$ cat src/rtl/wmt_pkg.sv
package wmt_pkg;
  // word addresses inside the block
  localparam int unsigned WMT_A_COUNT = 0;
  localparam int unsigned WMT_A_ENABLE = 1;
  localparam int unsigned WMT_A_FLAGS = 2;
  localparam int unsigned WMT_A_SLOT0 = 8;
endpackage

$ cat src/rtl/wmt_counter.sv
module wmt_counter #(
  parameter int unsigned W = 32
) (
  input  logic         clk,
  input  logic         rst_n,
  output logic [W-1:0] count
);
  logic [W-1:0] count_q, count_d;

  always_comb begin
    count_d = count_q + W'(1);
  end

  always_ff @(posedge clk or negedge rst_n) begin
    if (!rst_n) count_q <= '0;
    else        count_q <= count_d;
  end

  assign count = count_q;

  p_wrap_to_zero_r3: assert property (@(posedge clk) disable iff (!rst_n)
    (&count_q) |=> (count_q == '0));

  p_no_stall_r2: assert property (@(posedge clk) disable iff (!rst_n)
    1'b1 |=> (count_q != $past(count_q)));
endmodule

$ cat src/rtl/wmt_slot.sv
module wmt_slot #(
  parameter int unsigned W = 32
) (
  input  logic         clk,
  input  logic         rst_n,
  input  logic [W-1:0] count,
  input  logic         load,
  input  logic [W-1:0] load_val,
  input  logic         arm,
  input  logic         clr,
  output logic [W-1:0] value,
  output logic         flag,
  output logic         hit
);
  logic [W-1:0] value_q, value_d;
  logic         flag_q, flag_d;

  always_comb begin
    hit     = arm && (count == value_q);
    value_d = load ? load_val : value_q;
    flag_d  = hit | (flag_q & ~clr);
  end

  always_ff @(posedge clk or negedge rst_n) begin
    if (!rst_n) begin
      value_q <= '0;
      flag_q  <= 1'b0;
    end else begin
      if (load) value_q <= value_d;
      flag_q <= flag_d;
    end
  end

  assign value = value_q;
  assign flag  = flag_q;

  p_match_sets_r4: assert property (@(posedge clk) disable iff (!rst_n)
    (arm && (count == value_q)) |=> flag_q);

  p_quiet_slot_r5: assert property (@(posedge clk) disable iff (!rst_n)
    (!flag_q && !arm) |=> !flag_q);

  p_flag_sticky_r6: assert property (@(posedge clk) disable iff (!rst_n)
    (flag_q && !clr) |=> flag_q);

  p_value_holds_r10: assert property (@(posedge clk) disable iff (!rst_n)
    !load |=> $stable(value_q));
endmodule

$ cat src/rtl/wrap_match_timer.sv
module wrap_match_timer
  import wmt_pkg::*;
#(
  parameter int unsigned COUNT_W = 32,
  parameter int unsigned NUM_CMP = 8,
  parameter int unsigned ADDR_W  = 4
) (
  input  logic               clk,
  input  logic               rst_n,
  input  logic               wr_en,
  input  logic [ADDR_W-1:0]  wr_addr,
  input  logic [COUNT_W-1:0] wr_data,
  input  logic [ADDR_W-1:0]  rd_addr,
  output logic [COUNT_W-1:0] rd_data,
  output logic               cmp_irq
);
  localparam int unsigned SLOT_END = WMT_A_SLOT0 + NUM_CMP;

  initial begin
    if (COUNT_W < NUM_CMP) $error("COUNT_W must cover one bit per slot");
    if (SLOT_END > (1 << ADDR_W)) $error("address space too small for slots");
  end

  logic [COUNT_W-1:0] count;
  logic [NUM_CMP-1:0] en_q, en_d;
  logic [NUM_CMP-1:0] flag_vec, hit_vec, clr_vec, load_vec;
  logic [COUNT_W-1:0] cmp_vals [NUM_CMP];
  logic               sel_en, sel_flag;

  wmt_counter #(.W(COUNT_W)) u_counter (
    .clk   (clk),
    .rst_n (rst_n),
    .count (count)
  );

  always_comb begin
    sel_en   = wr_en && (wr_addr == ADDR_W'(WMT_A_ENABLE));
    sel_flag = wr_en && (wr_addr == ADDR_W'(WMT_A_FLAGS));
    en_d     = sel_en ? wr_data[NUM_CMP-1:0] : en_q;
    clr_vec  = sel_flag ? wr_data[NUM_CMP-1:0] : '0;
  end

  always_ff @(posedge clk or negedge rst_n) begin
    if (!rst_n)      en_q <= '0;
    else if (sel_en) en_q <= en_d;
  end

  for (genvar k = 0; k < NUM_CMP; k++) begin : g_slot
    assign load_vec[k] = wr_en && (wr_addr == ADDR_W'(WMT_A_SLOT0 + k));

    wmt_slot #(.W(COUNT_W)) u_slot (
      .clk      (clk),
      .rst_n    (rst_n),
      .count    (count),
      .load     (load_vec[k]),
      .load_val (wr_data),
      .arm      (en_q[k]),
      .clr      (clr_vec[k]),
      .value    (cmp_vals[k]),
      .flag     (flag_vec[k]),
      .hit      (hit_vec[k])
    );
  end

  always_comb begin
    rd_data = '0;
    if (rd_addr == ADDR_W'(WMT_A_COUNT))  rd_data = count;
    if (rd_addr == ADDR_W'(WMT_A_ENABLE)) rd_data = COUNT_W'(en_q);
    if (rd_addr == ADDR_W'(WMT_A_FLAGS))  rd_data = COUNT_W'(flag_vec);
    for (int k = 0; k < NUM_CMP; k++) begin
      if (rd_addr == ADDR_W'(WMT_A_SLOT0 + k)) rd_data = cmp_vals[k];
    end
  end

  assign cmp_irq = |flag_vec;

  p_irq_needs_hit_r8: assert property (@(posedge clk) disable iff (!rst_n)
    $rose(cmp_irq) |-> $past(|hit_vec));

  p_irq_drops_on_clear_r6: assert property (@(posedge clk) disable iff (!rst_n)
    $fell(cmp_irq) |-> $past(sel_flag));

  p_hit_onehot_slots_r4: assert property (@(posedge clk) disable iff (!rst_n)
    (hit_vec != '0) |=> ((flag_vec & $past(hit_vec)) == $past(hit_vec)));

  p_enable_holds_r10: assert property (@(posedge clk) disable iff (!rst_n)
    !sel_en |=> $stable(en_q));
endmodule

$ cat config.mk
export PLATFORM = sky130hd
export DESIGN_NAME = wrap_match_timer
export DESIGN_NICKNAME = d
export VERILOG_FILES = /design/src/rtl/wmt_pkg.sv /design/src/rtl/wmt_counter.sv /design/src/rtl/wmt_slot.sv /design/src/rtl/wrap_match_timer.sv
export SDC_FILE = /design/constraint.sdc
export NUM_CORES = 1
export LEC_CHECK = 0
export BUFFER_PORTS_ARGS = -buffer_cell sky130_fd_sc_hd__buf_4
export CORE_MARGIN = 3
export CORE_UTILIZATION = 40
export DETAILED_ROUTE_END_ITERATION = 8
export GPL_TIMING_DRIVEN = 0
export HOLD_SLACK_MARGIN = 0.08
export PLACE_DENSITY = 0.63
export SYNTH_ARGS = -nofsm -noshare
export SYNTH_HDL_FRONTEND = slang
export SYNTH_SLANG_ARGS = --single-unit
$ cat constraint.sdc
create_clock -name clk -period 2.08 [get_ports clk]
set_input_delay 0.208 -clock clk [delete_from_list [all_inputs] [get_ports clk]]
set_output_delay 0.208 -clock clk [all_outputs]
set_load 0.02 [all_outputs]
==> summary by stage, run 1 <==
Die
The floorplan step defined a die boundary enclosing 45,500 um^2. The effective utilization at floorplan is 40.7%. After floorplanning, the core was divided into 75 placement rows. 76 I/O pins were placed. The core footprint is roughly 42,000 um^2. The horizontal extent of the die is 213 um. The vertical extent of the die is ~210 um.

Power and ir drop
The largest voltage drop on the vdd net is 0.000654 V. The static leakage power is about 9.7 nW. The areal power density over the cells is roughly 940 nW/um^2.

Cells and area
Counting the fill cells in the layout gives 3,734. The layout overhead on the synthesized area is 29.5%. The count of placed standard cells in the final layout, fillers left out is 2,366. After the last flow step, the layout net total stands at about 1,800. In the final layout, the share of cells above drive strength 1 is 42.8%.

CTS
Counting every sink on the clock net gives 304. The cell sitting at the root of the clock tree is a sky130_fd_sc_hd__clkbuf_16. In this run the number of H-tree levels came out at 2. Clock tree synthesis inserted a total of 36 buffers. The maximum clock insertion buffer count is 3.

At the later pin of the worst-skew pair, clock insertion delay measures 570 ps. After clock tree synthesis, the clock-pin slew on the worst setup and hold paths is 60 ps. The clock tree from TritonCTS is done.

STA
For this run, the top clock speed supported by timing is 442 MHz. The post-route fraction of the period consumed by the critical path is 109%. After routing, the total negative slack on setup checks comes to -1640 ps. The worst setup slack after layout is -182 ps. For the pin with the worst max-slew slack, the measured transition is 1340 ps. The final count of pins violating max slew came to 0.

The worst path in the final design needs a cycle of ~2300 ps, including I/O delays and setup. On the final layout, the worst clock skew is 18.2 ps. The normalized max-slew margin is 10.5%. The count of endpoints failing hold in the final timing report is 0. Setup repair after global routing could not meet its margin everywhere. Setup violations remaining at the end of the flow were counted as 29.

Global routing
The global routing usage on met1 is 47.3%. For met3 alone, demand over resource in global routing was under 10%. The overall fraction of global-route tracks in use is 36.0%. The number of antenna violations at the first check in global routing is 3. The number of global-route vias before repair is around 14,000. The global-route wire length before repair is 113,000 um.

Summed over all layers, the global routing overflow is 0. The pin count of the biggest net entering global routing is 110. After global routing, the most crowded layer is met2.

For met2 alone, demand over resource in global routing was 54.3%.

Synthesis
The number of enable flip-flop cells after synthesis is 0. Counting flops and latches in the post-synthesis netlist gives ~300. The mapped cell area is between 15,000 and 20,000 um^2. Sequential cells were found to cover 44.2% of the synthesized design area. Synthesis produced 1,539 cells. Summed over all instances, the cell type with the most area after synthesis is sky130_fd_sc_hd__dfrtp_1. In the synthesized netlist the dominant register cell turns out to be sky130_fd_sc_hd__dfrtp_1. The most common cell in the synthesized netlist is sky130_fd_sc_hd__dfrtp_1. The number of nets in the synthesized netlist is 1,583.

The proportion of register bits with asynchronous set or reset after synthesis is 100%. The average cell area after synthesis is about 11 um^2. By area the synthesized netlist is led by sky130_fd_sc_hd__dfrtp_1, sky130_fd_sc_hd__mux2_2, sky130_fd_sc_hd__xnor2_1.

The number of distinct library cells after synthesis is 55. The yosys synthesis warning count is 0. The top cell type by area accounts for 44.2% of the synthesized area.

Ranked by instance count, the synthesized netlist is headed by sky130_fd_sc_hd__dfrtp_1, sky130_fd_sc_hd__mux2_2, sky130_fd_sc_hd__xnor2_1.

Placement
The placed wire-length estimate after detailed placement is slightly below 60,000 um. The number of placed instances, taps included, is ~2,100. Port buffering added 66 buffers. OpenSTA, run right after detailed placement, puts the worst setup slack at -1340 ps. The placer's final routability congestion estimate is 1.05.

Critical path
The slowest stage of the critical path belongs to the cell sky130_fd_sc_hd__dfrtp_2. STA puts the critical path data arrival time at slightly above 2000 ps. At the worst endpoint, the required time is 1870 ps.

The type of the worst setup path is flop to primary output. On the critical path the largest part of the delay comes from compound AO/OA/AOI/OAI gates. Along the worst path, the maximum fanout reaches 3. The worst setup path is captured at a primary output. The signal on the critical path passes through mux2i_1, o21ai_1, a222oi_1, a22oi_1, buf_4.

The delay of the slowest cell on the worst path is about 440 ps. The buffers plus inverters on the worst setup path is 1. The worst setup path is launched from a flop.

Routing
The routed wire length is 82,900 um. The post-detailed-route via-to-cell ratio is 6.25. The DRC violation count after routing is 0. The detailed-routing iteration count for the pre-antenna-repair pass is 8. The number of vias in the routed layout is approximately 15,000.

The average wire per standard cell is about 35 um. The count of nets left with antenna violations once routing finished came out at 0. In this run, the number of DRC markers left after iteration 0 of detailed routing was 1,892.

Outcome
The checks that failed: setup timing. The run finished, with violations left.

Job
The max-capacitance violation count is 0.

Min path
In this run the worst hold path is classified as input port to flop.
worst paths after layout:
check	from	end	slack [ps]	depth (start not counted)
min in group asynchronous	rst_n	g_slot[1].u_slot.value[5]	200	2
setup / recovery	u_counter.count[13]	rd_data[13]	-180	5
max in group asynchronous	rst_n	g_slot[1].u_slot.value[26]	350	4
setup reg to reg	u_counter.count[6]	g_slot[0].u_slot.flag	-60	6
hold reg to reg	g_slot[6].u_slot.flag	g_slot[6].u_slot.flag	550	2
hold / removal	wr_data[0]	g_slot[0].u_slot.flag	120	4
metal layers:
layer | share of wire [%] | wire length [um]
met1 | 39 | 32600
met2 | 43 | 35900
met3 | 10 | 8440
met4 | 7.2 | 6000
met5 | 0.016 | 13
flip-flops by register name, indices dropped and copies added, names as in the netlist:
name	count
g_slot.u_slot.value	256
g_slot.u_slot.flag	8
en_q	8
u_counter.count	32
worst min-delay path, cell delays in order:
cell                      delay, ps
sky130_fd_sc_hd__buf_1          190
sky130_fd_sc_hd__nand2_1        100
sky130_fd_sc_hd__nand2_1         60
sky130_fd_sc_hd__o21ai_0         70
logic make-up after synthesis:
kind of cell	count (synthesis)	synth area share, %
XOR/XNOR	285	14.5
AO/OA/AOI/OAI	206	8.02
adder cells (fa/ha/maj)	1	0.0727
buffers and inverters	126	3.35
AND/OR/NAND/NOR	296	9.06
flip-flops	304	44.2
multiplexers	321	20.8
stage by stage:
step | total power, W | hold slack (ps) | util [%] | instance area, um^2
floorplan | 0.0109 | -87.6 | - | 17200
global placement | 0.0132 | 489 | 43.5 | 18400
detailed placement | 0.0133 | 279 | 43.6 | 18400
CTS | 0.0206 | 103 | 51.3 | 21700
global route | 0.0216 | 163 | 52.7 | 22300
finish | 0.0210 | 115 | 52.8 | 22300
layout by cell type (no fill, tap or decap), drive strengths merged, types with 43 or more instances in the layout:
master  synthesis  layout
buf            91     296
o21ai          59      59
clkbuf         26      61
nor2           54      54
nand4          43      43
xnor2         152     152
nand2          76      76
xor2          133     133
dfrtp         304     304
mux2          285     285
cell type report:
cell class | instances | area (um^2) | share of cell area (%)
antenna | 1 | 2.50 | 0.0112
buffer | 104 | 861 | 3.86
clock buffer | 45 | 1010 | 4.52
clock inverter | 21 | 259 | 1.16
inverter | 9 | 45.0 | 0.202
multi-input combinational | 1109 | 9820 | 44.1
sequential | 304 | 7630 | 34.2
tap | 539 | 674 | 3.03
timing repair buffer | 234 | 1980 | 8.87
report_power, final:
part	internal, W	total [W]	switching [W]
logic	0.00249	0.00550	0.00301
registers	0.00715	0.00865	0.00150
clock network	0.00408	0.00686	0.00278
what timing repair did:
item / in CTS / in global routing
pin swaps: 66 / 51
setup endpoints to repair: 55 / 49
hold buffers: 26 / 0
hold endpoints to repair: 283 / 0
gates resized for setup: 283 / 86
setup buffers: 101 / 39
Power figures use the tool's default switching activity.
==> run 2: changes to the inputs <==
- SKIP_CTS_REPAIR_TIMING: default -> 1
==> summary by stage, run 2 (same netlist as run 1, synthesis figures left out) <==
Outcome
The flow ran to the end, but the final reports show violations. The final reports fail on setup timing.

Power and ir drop
The largest voltage drop on the vdd net was 0.000662 V (+1.2%). The areal power density over the cells was 928 nW/um^2 (-1.6%). The total power after layout is 0.0209 W (-0.71%). The static leakage power came to 9.86 nW (+1.6%).

Critical path
The startpoint of the most critical register-to-register path is u_counter.count[15]. The minimum setup slack among reg-to-reg paths is -50 ps (about the same). Broken down by cell family, the worst path's largest delay share belongs to compound AO/OA/AOI/OAI gates. The slowest stage of the critical path belongs to the cell sky130_fd_sc_hd__dfrtp_1. The element type at the critical path end is a primary output. The type of the worst setup path is flop to primary output. The worst reg2reg path depth is 7 (+1). The maximum fanout along the worst path is 10 (+7). The data required time of the critical path is 1870 ps (about the same). The worst register-to-register path ends at g_slot[0].u_slot.flag.

The buffers plus inverters on the worst setup path is 2 (+1). The worst setup path is launched from a flop. The delay of the slowest cell on the worst path is 400 ps (-40 ps).

The signal on the critical path passes through buf_6, mux2i_1, o21ai_1, a222oi_1, a21oi_1, buf_4. The data arrival at the endpoint of the critical path is 2130 ps (+80 ps).

Global routing
The remaining global-route overflow came to 0 (unchanged). The global-route wire length before repair was 108,000 um (-4.2%). The number of antenna violations at the first check in global routing was 1 (-2). The number of global-route vias before repair is 13,430 (-6.2%). The overall fraction of global-route tracks in use came to 34.5% (-1.4 points). The pin count of the biggest net entering global routing is 110 (unchanged).

CTS
The TritonCTS buffer count is 36 (unchanged). The number of sinks driven by the clock tree came to 304 (unchanged). TritonCTS built the clock tree. The maximum clock insertion buffer count was 3 (unchanged).

The post-CTS clock slew at the launch and capture registers of the worst setup and hold paths was 60 ps (about the same). The master cell of the clock root buffer is sky130_fd_sc_hd__clkbuf_16. The clock latency on the worst-skew pair is 570 ps (about the same). The H-tree depth reported by CTS is 2 (unchanged).

Die
The die area came to 45,500 um^2 (unchanged). The effective utilization at floorplan is 40.7% (unchanged). The horizontal extent of the die came to 213 um (unchanged).

The core footprint is 42,200 um^2 (unchanged). The vertical extent of the die was 213 um (unchanged). The count of boundary I/O pins is 76 (unchanged).

The row count was 75 (unchanged).

Placement
The placed wire-length estimate after detailed placement came to 58,000 um (unchanged). The count of input and output buffers is 66 (unchanged). The placer's final routability congestion estimate is 1.05 (unchanged).

Routing
The average wire per standard cell came to 34.3 um (-2.2%). The number of nets with antenna violations after detailed routing is 0 (unchanged). The routed wire length is 82,000 um (-1.2%). The number of DRC markers after the initial detailed-route iteration is 2,001 (+5.8%). The number of vias in the routed layout is 14,991 (+1.3%).

The detailed-routing iteration count for the pre-antenna-repair pass is 6 (-2). The post-detailed-route via-to-cell ratio came to 6.27 (+0.25%). The DRC violation count after routing is 0 (unchanged).

Cells and area
The fraction of layout cells with a size suffix above 1 is 42.8% (about the same). In the layout the commonest cells are sky130_fd_sc_hd__dfrtp_1, sky130_fd_sc_hd__mux2_2, sky130_fd_sc_hd__buf_4. The flip-flop count of the largest register, all copies and words added came to 256 (unchanged).

The final standard cell utilization of the core is 53.2% (+0.49 points). The number of inserted diodes was 0 (-1). Leaving out fill and tap cells, the most frequent cell in the layout is sky130_fd_sc_hd__dfrtp_1. The net count of the finished layout came to 1,868 (+1.4%). The area growth from synthesis to layout is 30.7%.

STA
The worst setup slack after layout came to -258 ps (-76.2 ps). The normalized max-slew margin is 15.1% (+4.6 points). The worst slack on hold paths is 103 ps (-11.6 ps). The clock skew is 15.0 ps (-3.19 ps). The pin slew with the least headroom to its limit came to 1270 ps (-69.2 ps). The post-route fraction of the period consumed by the critical path is 112% (+3.7 points).

The maximum achievable frequency came to 428 MHz (-3.3%). The time the worst path needs with I/O delays and setup is 2340 ps (+76.2 ps). The final count of pins violating max slew is 0 (unchanged). The count of endpoints failing hold in the final timing report is 0 (unchanged).

The count of final setup violators came to 32 (+10%). Setup repair after global routing could not meet its margin everywhere.

Min path
The path class of the lowest-slack min-delay path is input port to flop. The number of instances on the worst hold path is 3 (-1). The worst hold path terminates at g_slot[3].u_slot.value[5]. The worst min-delay path startpoint is wr_data[5].

Job
The max-capacitance violation count came to 0 (unchanged).
-- run 2: cell count changes in the layout (fill, tap and decap cells not counted), moves of 3 or more --
cell	before	now
sky130_fd_sc_hd__nor4_1	21	24
sky130_fd_sc_hd__clkbuf_8	10	5
sky130_fd_sc_hd__buf_6	41	35
sky130_fd_sc_hd__o21ai_1	21	25
sky130_fd_sc_hd__buf_8	3	10
sky130_fd_sc_hd__o21ai_2	11	7
sky130_fd_sc_hd__xnor2_4	2	5
sky130_fd_sc_hd__buf_4	207	226
sky130_fd_sc_hd__clkbuf_4	6	12
sky130_fd_sc_hd__nor4_2	6	3
-- run 2: routing by layer --
layer	vias to the layer above	track usage (%)	part of all wire, %
met1	7570	46.0	40
met4	2	19.4	7.3
li1	6102	-	-
met5	-	0	0.016
met2	1021	51.7	43
met3	296	8.53	10
-- run 2: cell type report --
| class | count | area [um^2] |
|---|---|---|
| Inverter | 9 | 45.0 |
| Clock inverter | 21 | 259 |
| Clock buffer | 45 | 1010 |
| Tap cell | 539 | 674 |
| Fill cell | 3664 | 19700 |
| Multi-Input combinational cell | 1109 | 9790 |
| Timing Repair Buffer | 253 | 2120 |
| Sequential cell | 304 | 7630 |
| Buffer | 111 | 960 |
-- run 2: metrics by stage --
stage | setup TNS, ps | setup slack, ps | std cells | area (um^2)
floorplan | 0 | 232 | 1539 | 17200
global placement | -672030 | -2070 | 2144 | 18400
detailed placement | -54990 | -1340 | 2146 | 18400
CTS | -41800 | -1340 | 2212 | 19700
global route | -4990 | -330 | 2391 | 22500
finish | -3550 | -258 | 2391 | 22500
-- run 2: power breakdown --
group	leakage, nW	switching [W]	internal, W
sequential	3.74	0.00155	0.00715
clock	0.604	0.00279	0.00408
combinational	5.52	0.00290	0.00239
total	9.86	0.00724	0.0136
-- run 2: how the worst max path moves through the flow --
stage,cells past startpoint,startpoint,endpoint,slack [ps]
floorplan,7,rd_addr[1],rd_data[28],230
global placement,1,rst_n,g_slot[3].u_slot.value[15],-2070
detailed placement,9,rd_addr[1],rd_data[6],-1340
CTS,9,rd_addr[1],rd_data[6],-1340
global route,6,u_counter.count[13],rd_data[13],-330
finish,6,u_counter.count[29],rd_data[29],-260
-- run 2: worst register-to-register path: cells and delay by family, from the launching register on --
kind                      cells  cell delay, ps
AOI/OAI and AO/OA             1             190
xor gates and xnor gates      1             350
and+or+nand+nor               3             840
DFF                           1             410
buffers and inverters         2             270
==> run 3: changes to the inputs <==
- CORE_ASPECT_RATIO: default -> 0.5
- PLACE_DENSITY: 0.63 -> default
- PLACE_DENSITY_LB_ADDON: default -> 0.15
- REMOVE_ABC_BUFFERS: default -> 1
==> summary by stage, run 3 (same netlist as run 1, synthesis figures left out) <==
STA
The count of final setup violators is 30 (-6.3%). The final count of pins violating max slew was 0 (unchanged). The time the worst path needs with I/O delays and setup was 2240 ps (-99.5 ps). The normalized max-slew margin is 15.5% (+0.39 points). The count of endpoints failing hold in the final timing report is 0 (unchanged). The post-route setup TNS came to -2550 ps (+994 ps). The worst setup slack after layout is -158 ps (+99.5 ps). The post-route fraction of the period consumed by the critical path is 108% (-4.8 points). Setup repair after global routing could not meet its margin everywhere. The pin slew with the least headroom to its limit is 1260 ps (-5.81 ps). The maximum achievable frequency is 447 MHz (+4.4%). The clock skew is 26.5 ps (+11.5 ps).

Routing
The post-detailed-route via-to-cell ratio is 6.14 (-2.0%). The number of DRC markers after the initial detailed-route iteration is 1,979 (-1.1%). The average wire per standard cell is 31.1 um (-9.4%).

The number of nets with antenna violations after detailed routing was 0 (unchanged). The detailed-routing iteration count for the pre-antenna-repair pass is 8 (+2). The routed wire length came to 74,100 um (-9.6%). The DRC violation count after routing is 0 (unchanged). The number of vias in the routed layout was 14,647 (-2.3%).

Critical path
The startpoint identified for the worst register-to-register timing path is u_counter.count[18]. The most critical setup path has its endpoint at rd_data[4]. The signal on the critical path passes through mux2_4, nand2_2, o221ai_2, a32oi_1, o22ai_1, buf_4. The endpoint identified for the worst register-to-register timing path is g_slot[5].u_slot.flag.

On the critical path the largest part of the delay comes from compound AO/OA/AOI/OAI gates. The delay of the slowest cell on the worst path came to 410 ps (about the same). The buffers plus inverters on the worst setup path is 1 (-1). The data required time of the critical path is 1870 ps (about the same). The total number of cells along the worst setup path was 6 (unchanged). The critical path starts at en_q[4]. The minimum setup slack among reg-to-reg paths is -80 ps (-30 ps).

The data arrival at the endpoint of the critical path is 2030 ps (-100 ps). The worst reg2reg path depth is 6 (-1). The maximum fanout along the worst path is 3 (-7). The slowest stage of the critical path is the sky130_fd_sc_hd__dfrtp_1 cell.

The type of the worst setup path is flop to primary output. The element type at the critical path end is a primary output. The critical path launch point type is a flop.

Placement
The placer's final routability congestion estimate is 0.943 (-10%). The placed wire-length estimate after detailed placement was 47,900 um (-17%). The post-placement cell area came to 18,300 um^2 (-0.48%). The count of input and output buffers is 75 (+14%).

The pre-CTS worst setup slack is -2630 ps (-1290 ps).

CTS
TritonCTS built the clock tree. The TritonCTS buffer count is 31 (-14%). The H-tree depth reported by CTS is 1 (-1). The number of sinks driven by the clock tree is 304 (unchanged).

The maximum clock insertion buffer count is 3 (unchanged). The post-CTS clock slew at the launch and capture registers of the worst setup and hold paths is 60 ps (about the same). The master cell of the clock root buffer is sky130_fd_sc_hd__clkbuf_16. The clock latency on the worst-skew pair was 600 ps (+30 ps).

Die
The horizontal extent of the die is 299 um (+40%). The core footprint is 42,200 um^2 (about the same). The die area is 45,700 um^2 (+0.33%).

The row count is 53 (-29%). The vertical extent of the die is 153 um (-28%). The count of boundary I/O pins came to 76 (unchanged).

The effective utilization at floorplan is 40.7% (about the same).

Cells and area
The number of inserted diodes is 0 (unchanged). The fraction of layout cells with a size suffix above 1 is 42.6% (-0.23 points). The flip-flop count of the largest register, all copies and words added was 256 (unchanged).

The net count of the finished layout is 1,828 (-2.1%). The summed area of non-filler cells in the final layout came to 22,300 um^2 (-0.94%). The layout overhead on the synthesized area is 29.5%.

In the layout the commonest cells are sky130_fd_sc_hd__mux2_2, sky130_fd_sc_hd__dfrtp_1, sky130_fd_sc_hd__buf_4.

Power and ir drop
The areal power density over the cells is 879 nW/um^2 (-5.2%). The largest voltage drop on the vdd net is 0.000638 V (-3.7%). The static leakage power is 9.64 nW (-2.3%).

Job
The max-capacitance violation count is 0 (unchanged).

Global routing
The overall fraction of global-route tracks in use came to 29.0% (-5.6 points). The pin count of the biggest net entering global routing was 117 (+6.4%). The remaining global-route overflow is 0 (unchanged). The number of global-route vias before repair was 13,001 (-3.2%).

The number of antenna violations at the first check in global routing is 4 (+3). The global-route wire length before repair was 96,500 um (-11%).

Outcome
The checks that failed: setup timing. The run finished, with violations left.

Min path
The path class of the tightest hold or removal check is input port to flop.
==> run 3: changes by cell type in the layout (fill, tap and decap cells not counted), sizes merged <==
cell and change:
bufinv -4, buf -34, clkbuf -7, inv -1, dlygate4sd3 +8, nor2 +1, clkinvlp -7
==> run 3: report_power, final <==
group | switching (W) | internal, W | total [W]
Sequential | 0.00135 | 0.00715 | 0.00849
Combinational | 0.00285 | 0.00247 | 0.00531
Clock | 0.00253 | 0.00325 | 0.00578
Total | 0.00672 | 0.0129 | 0.0196
==> run 3: final cells by class <==
class	count	area (um^2)
inverters	9	45.0
fillers	3669	20000
multi-input cells	1110	9790
clock inverters	9	73.8
flip-flops and latches	304	7700
clock buffers	48	950
well taps	577	722
repair buffers	328	2980
==> run 3: worst min-delay path by stage <==
stage                     start                          to  slack, ps  cells after the start
floorplan                 rst_n                     en_q[0]        -90                      0
global placement    wr_data[13]  g_slot[7].u_slot.value[13]        480                      3
detailed placement        rst_n   g_slot[5].u_slot.value[6]        290                      1
CTS                       rst_n          u_counter.count[0]       -330                      1
global route         wr_addr[2]       g_slot[3].u_slot.flag        100                      5
finish               wr_addr[2]       g_slot[3].u_slot.flag         80                      5
==> run 3: through the flow <==
step / utilization [%] / total power, W / hold WS, ps / instances
after CTS: 45.8 / 0.0187 / -330 / 2146
after detailed placement: 43.4 / 0.0130 / 288 / 2089
after floorplan: - / 0.0108 / -87.6 / 1422
after global routing: 52.7 / 0.0202 / 96.5 / 2385
final: 52.7 / 0.0196 / 82.8 / 2385
after global placement: 42.5 / 0.0128 / 482 / 2074
==> run 3: tightest hold or removal path, cell delays in order <==
cell	delay, ps
sky130_fd_sc_hd__buf_4	100
sky130_fd_sc_hd__nor4b_2	130
sky130_fd_sc_hd__nand2_1	100
sky130_fd_sc_hd__nand2_1	50
sky130_fd_sc_hd__o21ai_1	60
==> run 3: layer usage <==
metal,part of all wire (%),GRT usage [%],vias up
met5,0.046,0,-
met1,42,43.1,7504
met4,3.3,7.33,6
met3,14,9.25,174
met2,41,40.3,936
li1,-,-,6027
